### config.mk
export PLATFORM = sky130hd
export DESIGN_NAME = tooth_angle_counter
export DESIGN_NICKNAME = d
export VERILOG_FILES = /design/src/rtl/tac_pkg.sv /design/src/rtl/tac_edge_det.sv /design/src/rtl/tac_period_meter.sv /design/src/rtl/tac_tick_gen.sv /design/src/rtl/tooth_angle_counter.sv
export SDC_FILE = /design/constraint.sdc
export NUM_CORES = 1
export LEC_CHECK = 0
export ABC_AREA = 1
export BUFFER_PORTS_ARGS = -buffer_cell sky130_fd_sc_hd__buf_2
export CORE_MARGIN = 2
export CORE_UTILIZATION = 64
export CTS_CLUSTER_SIZE = 8
export DETAILED_ROUTE_END_ITERATION = 8
export PLACE_DENSITY = 0.84
export SYNTH_ARGS = -nofsm -noshare
export SYNTH_HDL_FRONTEND = slang
export SYNTH_SLANG_ARGS = --single-unit
### constraint.sdc
create_clock -name clk_i -period 7.73 [get_ports clk_i]
set_input_delay 0.773 -clock clk_i [delete_from_list [all_inputs] [get_ports clk_i]]
set_output_delay 0.773 -clock clk_i [all_outputs]
set_load 0.005 [all_outputs]
### src/rtl/tac_pkg.sv
package tac_pkg;
  typedef struct packed {
    logic open;  // tooth closes one interval and opens the next
    logic miss;  // closed gap judged as a missing tooth
  } tooth_ev_t;
endpackage

### src/rtl/tac_edge_det.sv
module tac_edge_det (
  input  logic clk_i,
  input  logic rst_ni,
  input  logic tooth_i,
  output logic edge_o
);
  logic tooth_q;

  always_ff @(posedge clk_i or negedge rst_ni) begin
    if (!rst_ni) tooth_q <= 1'b0;
    else         tooth_q <= tooth_i;
  end

  assign edge_o = tooth_i & ~tooth_q;
endmodule

### src/rtl/tac_period_meter.sv
module tac_period_meter
  import tac_pkg::*;
#(
  parameter int unsigned PER_W   = 20,
  parameter int unsigned RATIO_W = 4
) (
  input  logic               clk_i,
  input  logic               rst_ni,
  input  logic               edge_i,
  input  logic               stall_i,
  input  logic [RATIO_W-1:0] ratio_i,
  output tooth_ev_t          ev_o,
  output logic               valid_o,
  output logic [PER_W-1:0]   pace_per_o
);
  localparam int unsigned PROD_W = PER_W + RATIO_W;

  logic [PER_W-1:0]  elapsed_q, period_q;
  logic              have_q, valid_q;
  logic [PROD_W-1:0] gap_limit;
  logic              gap_long;

  assign gap_limit  = PROD_W'(ratio_i) * PROD_W'(period_q);
  assign gap_long   = PROD_W'(elapsed_q) > gap_limit;

  assign ev_o.open  = edge_i & have_q & ~stall_i;
  assign ev_o.miss  = edge_i & have_q & ~stall_i & valid_q & gap_long;
  assign pace_per_o = ev_o.miss ? period_q : elapsed_q;
  assign valid_o    = valid_q;

  always_ff @(posedge clk_i or negedge rst_ni) begin
    if (!rst_ni) begin
      elapsed_q <= '0;
      period_q  <= '0;
      have_q    <= 1'b0;
      valid_q   <= 1'b0;
    end else begin
      if (edge_i)              elapsed_q <= PER_W'(1);
      else if (~&elapsed_q)    elapsed_q <= elapsed_q + 1'b1;
      if (edge_i) begin
        have_q  <= 1'b1;
        valid_q <= ev_o.open;
        if (ev_o.open && !ev_o.miss) period_q <= elapsed_q;
      end
    end
  end

  AST_PERIOD_KEPT: assert property (@(posedge clk_i) disable iff (!rst_ni)
    ev_o.miss |=> $stable(period_q));
endmodule

### src/rtl/tac_tick_gen.sv
module tac_tick_gen
  import tac_pkg::*;
#(
  parameter int unsigned TPT_W = 8,
  parameter int unsigned PER_W = 20
) (
  input  logic             clk_i,
  input  logic             rst_ni,
  input  tooth_ev_t        ev_i,
  input  logic [TPT_W-1:0] tpt_i,
  input  logic [PER_W-1:0] pace_per_i,
  output logic             tick_o,
  output logic             idle_o
);
  localparam int unsigned ACC_W = PER_W + 1;
  localparam int unsigned OWE_W = TPT_W + 2;

  logic [TPT_W-1:0] tpt_q, left_q;
  logic [PER_W-1:0] per_q;
  logic [OWE_W-1:0] owed_q;
  logic [ACC_W-1:0] acc_q, acc_sum;
  logic             fire;

  assign acc_sum = acc_q + ACC_W'(tpt_q);
  assign fire    = acc_sum >= ACC_W'(per_q);
  assign tick_o  = ~ev_i.open & ((owed_q != '0) | ((left_q != '0) & fire));
  assign idle_o  = (owed_q == '0) & (left_q == '0);

  always_ff @(posedge clk_i or negedge rst_ni) begin
    if (!rst_ni) begin
      tpt_q  <= '0;
      left_q <= '0;
      per_q  <= '0;
      owed_q <= '0;
      acc_q  <= '0;
    end else if (ev_i.open) begin
      owed_q <= owed_q + OWE_W'(left_q) + (ev_i.miss ? OWE_W'(tpt_i) : '0);
      left_q <= tpt_i;
      tpt_q  <= tpt_i;
      per_q  <= pace_per_i;
      acc_q  <= '0;
    end else if (owed_q != '0) begin
      owed_q <= owed_q - 1'b1;  // catch-up burst, pacing paused
    end else if (left_q != '0) begin
      if (fire) begin
        acc_q  <= acc_sum - ACC_W'(per_q);
        left_q <= left_q - 1'b1;
      end else begin
        acc_q  <= acc_sum;
      end
    end
  end

  AST_OWED_DRAIN: assert property (@(posedge clk_i) disable iff (!rst_ni)
    (owed_q != '0 && !ev_i.open) |=> owed_q == $past(owed_q) - 1'b1);
  AST_IDLE_HOLD: assert property (@(posedge clk_i) disable iff (!rst_ni)
    (idle_o && !ev_i.open) |=> idle_o);
endmodule

### src/rtl/tooth_angle_counter.sv
module tooth_angle_counter
  import tac_pkg::*;
#(
  parameter int unsigned ANGLE_W = 24,
  parameter int unsigned TPT_W   = 8,
  parameter int unsigned PER_W   = 20,
  parameter int unsigned RATIO_W = 4,
  parameter int unsigned STALL_W = 16
) (
  input  logic               clk_i,
  input  logic               rst_ni,
  input  logic               tooth_i,
  input  logic [TPT_W-1:0]   ticks_per_tooth_i,
  input  logic [RATIO_W-1:0] gap_ratio_i,
  input  logic [STALL_W-1:0] stall_limit_i,
  output logic [ANGLE_W-1:0] angle_o,
  output logic               missing_o,
  output logic               stall_o
);
  logic             tooth_edge, valid, tick, idle;
  tooth_ev_t        ev;
  logic [PER_W-1:0] pace_per;
  logic [ANGLE_W-1:0] angle_q;
  logic [STALL_W-1:0] stall_cnt_q;
  logic               missing_q;

  tac_edge_det u_edge (
    .clk_i   (clk_i),
    .rst_ni  (rst_ni),
    .tooth_i (tooth_i),
    .edge_o  (tooth_edge)
  );

  tac_period_meter #(.PER_W(PER_W), .RATIO_W(RATIO_W)) u_meter (
    .clk_i      (clk_i),
    .rst_ni     (rst_ni),
    .edge_i     (tooth_edge),
    .stall_i    (stall_o),
    .ratio_i    (gap_ratio_i),
    .ev_o       (ev),
    .valid_o    (valid),
    .pace_per_o (pace_per)
  );

  tac_tick_gen #(.TPT_W(TPT_W), .PER_W(PER_W)) u_ticks (
    .clk_i      (clk_i),
    .rst_ni     (rst_ni),
    .ev_i       (ev),
    .tpt_i      (ticks_per_tooth_i),
    .pace_per_i (pace_per),
    .tick_o     (tick),
    .idle_o     (idle)
  );

  assign stall_o   = stall_cnt_q >= stall_limit_i;
  assign angle_o   = angle_q;
  assign missing_o = missing_q;

  always_ff @(posedge clk_i or negedge rst_ni) begin
    if (!rst_ni) begin
      angle_q     <= '0;
      stall_cnt_q <= '0;
      missing_q   <= 1'b0;
    end else begin
      if (tick) angle_q <= angle_q + 1'b1;
      if (tooth_edge)                          stall_cnt_q <= '0;
      else if (valid && idle && ~&stall_cnt_q) stall_cnt_q <= stall_cnt_q + 1'b1;
      missing_q <= ev.miss;
    end
  end

  AST_MONOTONIC: assert property (@(posedge clk_i) disable iff (!rst_ni)
    ANGLE_W'(angle_o - $past(angle_o)) <= ANGLE_W'(1));
  AST_STALL_FROZEN: assert property (@(posedge clk_i) disable iff (!rst_ni)
    stall_o |=> $stable(angle_o));
  AST_RESYNC_NO_MISS: assert property (@(posedge clk_i) disable iff (!rst_ni)
    (tooth_edge && stall_o) |=> !missing_o);
  AST_MISS_PULSE: assert property (@(posedge clk_i) disable iff (!rst_ni)
    missing_o |=> !missing_o);
endmodule

# --- Word level (Yosys, flattened, before mapping) ---
# Cells that the tools add are included.
word_totals:
  regBits: 151
op_classes:
  reduce_logical: 18
  multipliers: 1
  bitwise_logic: 12
  n_eq_ne: 2
  n_mux: 16
  n_lt_le_gt_ge: 3
  add_sub_neg: 9
op_table:
  columns: ["operator", "n"]
  rows:
  - ["two-way mux 21 bit", 4]
  - ["two-way mux 20 bit", 3]
  - ["two-way mux 8 bit", 5]
  - ["two-way mux 16 bit", 2]
  - ["adder 24 x 1 -> 24 bit (second input constant)", 1]
  - ["> comparator 20 x 24 -> 1 bit", 1]
  - ["multiplier 4 x 20 -> 24 bit", 1]
  - ["adder 21 x 8 -> 21 bit", 1]
  - ["greater-or-equal comparator 21 x 20 -> 1 bit", 1]
  - ["subtractor 21 x 20 -> 21 bit", 1]
  - ["adder 20 x 1 -> 20 bit (second input constant)", 1]
  - ["two-way mux 10 bit", 2]
  - ["AND reduction 20 bit", 1]
  - ["adder 16 x 1 -> 16 bit (second input constant)", 1]
  - ["greater-or-equal comparator 16 bit", 1]
  - ["AND reduction 16 bit", 1]
  - ["adder 10 bit", 1]
  - ["adder 10 x 8 -> 10 bit", 1]
  - ["logical NOT 10 bit", 1]
  - ["nonzero test 10 bit", 1]
  - ["subtractor 10 x 1 -> 10 bit (second input constant)", 1]
  - ["bitwise AND 1 bit", 8]
  - ["logical NOT 8 bit", 1]
  - ["nonzero test 2 bit", 4]
  - ["other kinds (10)", 16]

# --- Depth between registers and ports, before layout ---
logic_depth:
  ltp_word: 9
  depth_mapped: 43

# --- Modules after synthesis ---
# From an unflattened synthesis, not the netlist that was laid out.
unflattened:
  cells_unflattened: 2125
  hier_area_um2: 14266.2
modules_own_cells:
  columns: ["mod", "n_inst", "cells_each", "area_per_inst_um2"]
  rows:
  - ["tac_tick_gen", 1, 905, 6089.6]
  - ["tac_period_meter", 1, 857, 5465.2]
  - ["tooth_angle_counter", 1, 360, 2676.3]
  - ["tac_edge_det", 1, 3, 35.0]

# --- Worst setup path before layout ---
# Ideal clock, no wire load.
synth_path:
  path_type: "input -> register"
  startpoint: "input port gap_ratio_i[3]"
  endpoint: "register u_ticks.owed_q[7]"
  setup_ns: 0.095
  setup_slack_ns: 1.049
  cell_stages: 31
  path_buffers: 2
  arrival_ns: 6.586
  path_cell_list: "clkbuf_1 -> nand2_1 -> fa_1 -> fa_1 -> inv_1 -> fa_1 -> nand3_1 -> nand3_1 -> a21oi_1 -> o21ai_0 -> a31oi_1 -> xor2_1 -> ha_1 -> nand2_1 -> nor2_1 -> a41oi_1 -> nand2_1 -> nor3_1 -> buf_2 -> nand4_1 -> fa_1 -> inv_1 -> ha_1 -> inv_1 -> fa_1 -> o21ai_0 -> a21oi_1 -> o21ai_0 -> xor2_1 -> nand2_1 -> o31ai_1"
synth_between:
  elab_chain_len: 6
synth_rtl:
  columns: ["item", "line_no", "source"]
  rows:
  - ["from (decl)", "tooth_angle_counter.sv:14", "input logic [RATIO_W-1:0] gap_ratio_i,"]
  - ["multiplier 4 x 20 -> 24 bit", "tac_period_meter.sv:23", "assign gap_limit = PROD_W'(ratio_i) * PROD_W'(period_q);"]
  - ["> comparator 20 x 24 -> 1 bit", "tac_period_meter.sv:24", "assign gap_long = PROD_W'(elapsed_q) > gap_limit;"]
  - ["bitwise AND 1 bit", "tac_period_meter.sv:27", "assign ev_o.miss = edge_i & have_q & ~stall_i & valid_q & gap_long;"]
  - ["two-way mux 8 bit", "tac_tick_gen.sv:37", "owed_q <= owed_q + OWE_W'(left_q) + (ev_i.miss ? OWE_W'(tpt_i) : '0);"]
  - ["adder 10 bit", "tac_tick_gen.sv:37", null]
  - ["two-way mux 10 bit", "tac_tick_gen.sv:36", "end else if (ev_i.open) begin"]
  - ["to (signal assigned)", "tac_tick_gen.sv:37", null]
  - ["to (signal assigned)", "tac_tick_gen.sv:43", "owed_q <= owed_q - 1'b1;"]
  - ["to (decl)", "tac_tick_gen.sv:20", "logic [OWE_W-1:0] owed_q;"]
# No other way between the ends.
# A chain may end at the register's enable or synchronous reset.

# --- Final worst setup path ---
# Same ends and word-level chain as after synthesis.

==> reports/qor.yml <==
maxCapViolCount: 0
report.power.total_mw: 3.59
wl_met3_mm: 2.06
worst_setup_path_start_kind: "input port"
hold_viol_final: 0
total_nets_final: 2192
syn_to_final_growth_pct: 7.95
drcViolationCount: 0
timing.hold.ws_ns: 0.354
final_tns_setup_ns: 0
drt_pre_antenna_iters: 5
post_cts.resized_instances: 0
postSynthAreaPerCell_sq_um: 6.93
clk_root_buffer_cell: "sky130_fd_sc_hd__clkbuf_16"
run_status: "completed"
static-leakage-power_nw: 8.31
grt_max_degree: 80
global_route.overflow_total: 0
crit_top_cell: "sky130_fd_sc_hd__nand2_1"
fmax_ghz: 0.139
hp-class: "input port to async pin"
vias: 13066
postLayoutCellArea_sq_mm: 0.0148
crit_path_end_kind: "flop"
die_width_um: 150
post_route_cells_drive_above_1_share_pct: 5.84
boundaryPins: 57
synth-async-reset-ratio_pct: 100
syn_nets: 2157
setup_violations: 0
via_per_inst: 5.69
port_buffers: 56
vias_in_the_first_global_route: 12334
iter_0_drt_violations: 1019
max_slew.worst_pin.slew_ns: 0.911
grt_first_pass_wirelength_mm: 59.2
critical_path.reg2reg.startpoint: "u_meter.period_q[9]"
maximum_number_of_buffers_from_clock_root_to_sink: 2
top_layer_used: "met4"
placedInstanceArea_sq_mm: 0.0141
gpl.final_weighted_congestion: 0.982
timing.final.crit_period_ns: 7.18
post_synthesis_sequential_element_count: 151
r2r_cells: 36
ws_path_type: "input port to flop"
critical_path_required_ns: 8.07
wl_met1_mm: 15.9
floorplan.die_area_sq_mm: 0.0225
post_synth_num_cell_types: 47
clock_tree.htree_level_count: 4
core_sq_mm: 0.0210
rows: 53
clkTransAtPathRegs_ns: 0.08
timing.final.max_slew_violations: 0
clock_tree_from_tritoncts: "built"
hpwlAfterDp_mm: 27.0
synth.cell_area_sq_mm: 0.0137
ff2ff_setup_slack_ns: 0.73
synth.yosys.warnings: 0
floorplan.initialDensity_pct: 65.0
postSynthCellCount: 1974
cts_num_sinks: 151
grt_use_total_pct: 32.6
critical_path.max_fanout: 20
timing.clock.skew_ns: 0.0126
crit_path_top_delay_cell: "sky130_fd_sc_hd__fa_1"
rsz0062_at_grt: "no"
cts-buffers-inserted: 17
dominantRegCellSynth: "sky130_fd_sc_hd__dfrtp_1"
routed_wirelength_mm: 35.9
timing.final.crit_share_pct: 92.9
regToRegEndpoint: "u_ticks.owed_q[7]"
worst_path_largest_cell_delay_ns: 0.54
number_of_antenna_violations_at_the_first_check_in_global_routing: 1
drt-wirelength-per-cell_um: 15.6
arrival_ns: 7.52
cts_hold_buffers: 0
worst_skew_pair.late_latency_ns: 0.44
postCtsSetupRepairBufs: 0
die_h_um: 150
wl_met2_mm: 17.2
antenna_left: 0
power.density_mw_per_mm2: 243
seq_area_frac_synth_pct: 27.6
vdd_drop_max_mv: 0.226
synth-edff-count: 0
slew_headroom_pct: 39.2
[sequential cells by signal (all words and copies together), names as in the netlist, 8 cells and up]
signal,cells
angle_o,24
u_ticks.acc_q,21
u_meter.elapsed_q,20
u_meter.period_q,20
u_ticks.per_q,20
stall_cnt_q,16
u_ticks.owed_q,10
u_ticks.left_q,8
u_ticks.tpt_q,8
[Yosys cell counts (4+ instances only)]
cell type | n | area, sq um
sky130_fd_sc_hd__a21boi_0 | 6 | 45.0
sky130_fd_sc_hd__a21o_1 | 4 | 30.0
sky130_fd_sc_hd__a21oi_1 | 85 | 425
sky130_fd_sc_hd__a31oi_1 | 7 | 43.8
sky130_fd_sc_hd__buf_1 | 4 | 15.0
sky130_fd_sc_hd__buf_2 | 19 | 95.1
sky130_fd_sc_hd__buf_6 | 4 | 45.0
sky130_fd_sc_hd__clkbuf_1 | 18 | 67.6
sky130_fd_sc_hd__dfrtp_1 | 151 | 3780
sky130_fd_sc_hd__fa_1 | 47 | 941
sky130_fd_sc_hd__ha_1 | 105 | 1310
sky130_fd_sc_hd__inv_1 | 341 | 1280
sky130_fd_sc_hd__nand2_1 | 580 | 2180
sky130_fd_sc_hd__nand2_2 | 5 | 31.3
sky130_fd_sc_hd__nand3_1 | 144 | 721
sky130_fd_sc_hd__nand4_1 | 52 | 325
sky130_fd_sc_hd__nor2_1 | 138 | 518
sky130_fd_sc_hd__nor2_2 | 4 | 25.0
sky130_fd_sc_hd__nor3_1 | 24 | 120
sky130_fd_sc_hd__nor4_1 | 12 | 75.1
sky130_fd_sc_hd__o211ai_1 | 7 | 52.6
sky130_fd_sc_hd__o21ai_0 | 82 | 410
sky130_fd_sc_hd__o21ai_1 | 11 | 55.1
sky130_fd_sc_hd__o21bai_1 | 7 | 52.6
sky130_fd_sc_hd__xnor2_1 | 38 | 333
sky130_fd_sc_hd__xor2_1 | 45 | 394
[layout make-up]
| cell class | count | area (sq um) |
|---|---|---|
| Antenna cell | 1 | 2.50 |
| Clock buffer | 17 | 425 |
| Clock inverter | 15 | 209 |
| Fill cell | 1796 | 6260 |
| Inverter | 343 | 1290 |
| Multi-Input combinational cell | 1434 | 8380 |
| Sequential cell | 151 | 3780 |
| Tap cell | 275 | 344 |
| Timing Repair Buffer | 62 | 332 |
[how the worst max path moves through the flow]
| stage | depth (start not counted) | endpoint | slack [ns] | start |
|---|---|---|---|---|
| after floorplan | 31 | u_ticks.owed_q[7] | 1.05 | gap_ratio_i[3] |
| after global placement | 33 | u_ticks.owed_q[7] | 0.45 | gap_ratio_i[3] |
| after detailed placement | 33 | u_ticks.owed_q[7] | 0.23 | gap_ratio_i[3] |
| after CTS | 33 | u_ticks.owed_q[7] | 0.66 | gap_ratio_i[3] |
| after global routing | 33 | u_ticks.owed_q[7] | 0.12 | gap_ratio_i[3] |
| final | 33 | u_ticks.owed_q[7] | 0.55 | gap_ratio_i[3] |
[cells in the final DEF, fill, tap and decap left out, types with 2 or more instances in the layout]
| cell | count |
|---|---|
| sky130_fd_sc_hd__nand2_1 | 580 |
| sky130_fd_sc_hd__inv_1 | 340 |
| sky130_fd_sc_hd__dfrtp_1 | 151 |
| sky130_fd_sc_hd__nand3_1 | 144 |
| sky130_fd_sc_hd__nor2_1 | 138 |
| sky130_fd_sc_hd__ha_1 | 105 |
| sky130_fd_sc_hd__a21oi_1 | 85 |
| sky130_fd_sc_hd__o21ai_0 | 82 |
| sky130_fd_sc_hd__buf_2 | 55 |
| sky130_fd_sc_hd__nand4_1 | 52 |
| sky130_fd_sc_hd__fa_1 | 47 |
| sky130_fd_sc_hd__xor2_1 | 45 |
| sky130_fd_sc_hd__xnor2_1 | 38 |
| sky130_fd_sc_hd__nor3_1 | 23 |
| sky130_fd_sc_hd__clkbuf_16 | 17 |
| sky130_fd_sc_hd__nor4_1 | 12 |
| sky130_fd_sc_hd__o21ai_1 | 11 |
| sky130_fd_sc_hd__o21bai_1 | 7 |
| sky130_fd_sc_hd__a31oi_1 | 7 |
| sky130_fd_sc_hd__o211ai_1 | 7 |
| sky130_fd_sc_hd__a21boi_0 | 6 |
| sky130_fd_sc_hd__buf_4 | 6 |
| sky130_fd_sc_hd__nand2_2 | 5 |
| sky130_fd_sc_hd__a21o_1 | 4 |
| sky130_fd_sc_hd__nor2_2 | 4 |
| sky130_fd_sc_hd__inv_8 | 4 |
| sky130_fd_sc_hd__nor3_2 | 3 |
| sky130_fd_sc_hd__a31o_2 | 3 |
| sky130_fd_sc_hd__o31ai_1 | 3 |
| sky130_fd_sc_hd__a211oi_1 | 3 |
| sky130_fd_sc_hd__a41oi_1 | 3 |
| sky130_fd_sc_hd__bufinv_16 | 3 |
| sky130_fd_sc_hd__clkinv_4 | 3 |
| sky130_fd_sc_hd__inv_6 | 3 |
| sky130_fd_sc_hd__nand3b_1 | 2 |
| sky130_fd_sc_hd__or2_2 | 2 |
| sky130_fd_sc_hd__o21a_1 | 2 |
| sky130_fd_sc_hd__inv_2 | 2 |
[cells by family (layout without fill, tap and decap cells)]
logic type	count (synthesis)	after routing	synth area share, %
adder cells (fa/ha/maj)	152	152	16.5
other	0	1	0
buffers and inverters	389	437	11.1
AND/OR/NAND/NOR	974	974	30.3
AO/OA/AOI/OAI	225	225	9.11
flip-flops	151	151	27.6
XOR/XNOR	83	83	5.32
[worst max-delay path: cells and delay by family]
kind	cells	cell delay, ns
compound gates	6	1.32
xor+xnor	2	0.52
fa+ha+maj	7	2.93
buf+inv	5	0.54
simple gates	13	1.41
[stage by stage]
step	utilization (%)	setup slack (ns)	instances
global placement	67.2	0.448	2265
finish	70.2	0.551	2298
CTS	70.2	0.663	2297
global route	70.2	0.124	2298
floorplan	-	1.05	1974
detailed placement	67.2	0.229	2265
[where the power goes]
part | switching [mW] | leakage [nW] | total, mW | internal, mW
Sequential | 0.150 | 2.03 | 1.05 | 0.895
Combinational | 1.03 | 5.97 | 1.63 | 0.596
Clock | 0.395 | 0.313 | 0.919 | 0.524
[routing by layer]
layer	track usage, %	vias up
met1	44.8	6207
met5	0	-
li1	-	6339
met4	9.43	0
met2	54.2	453
met3	4.24	67
No activity file was read; power rests on OpenSTA's default activity.
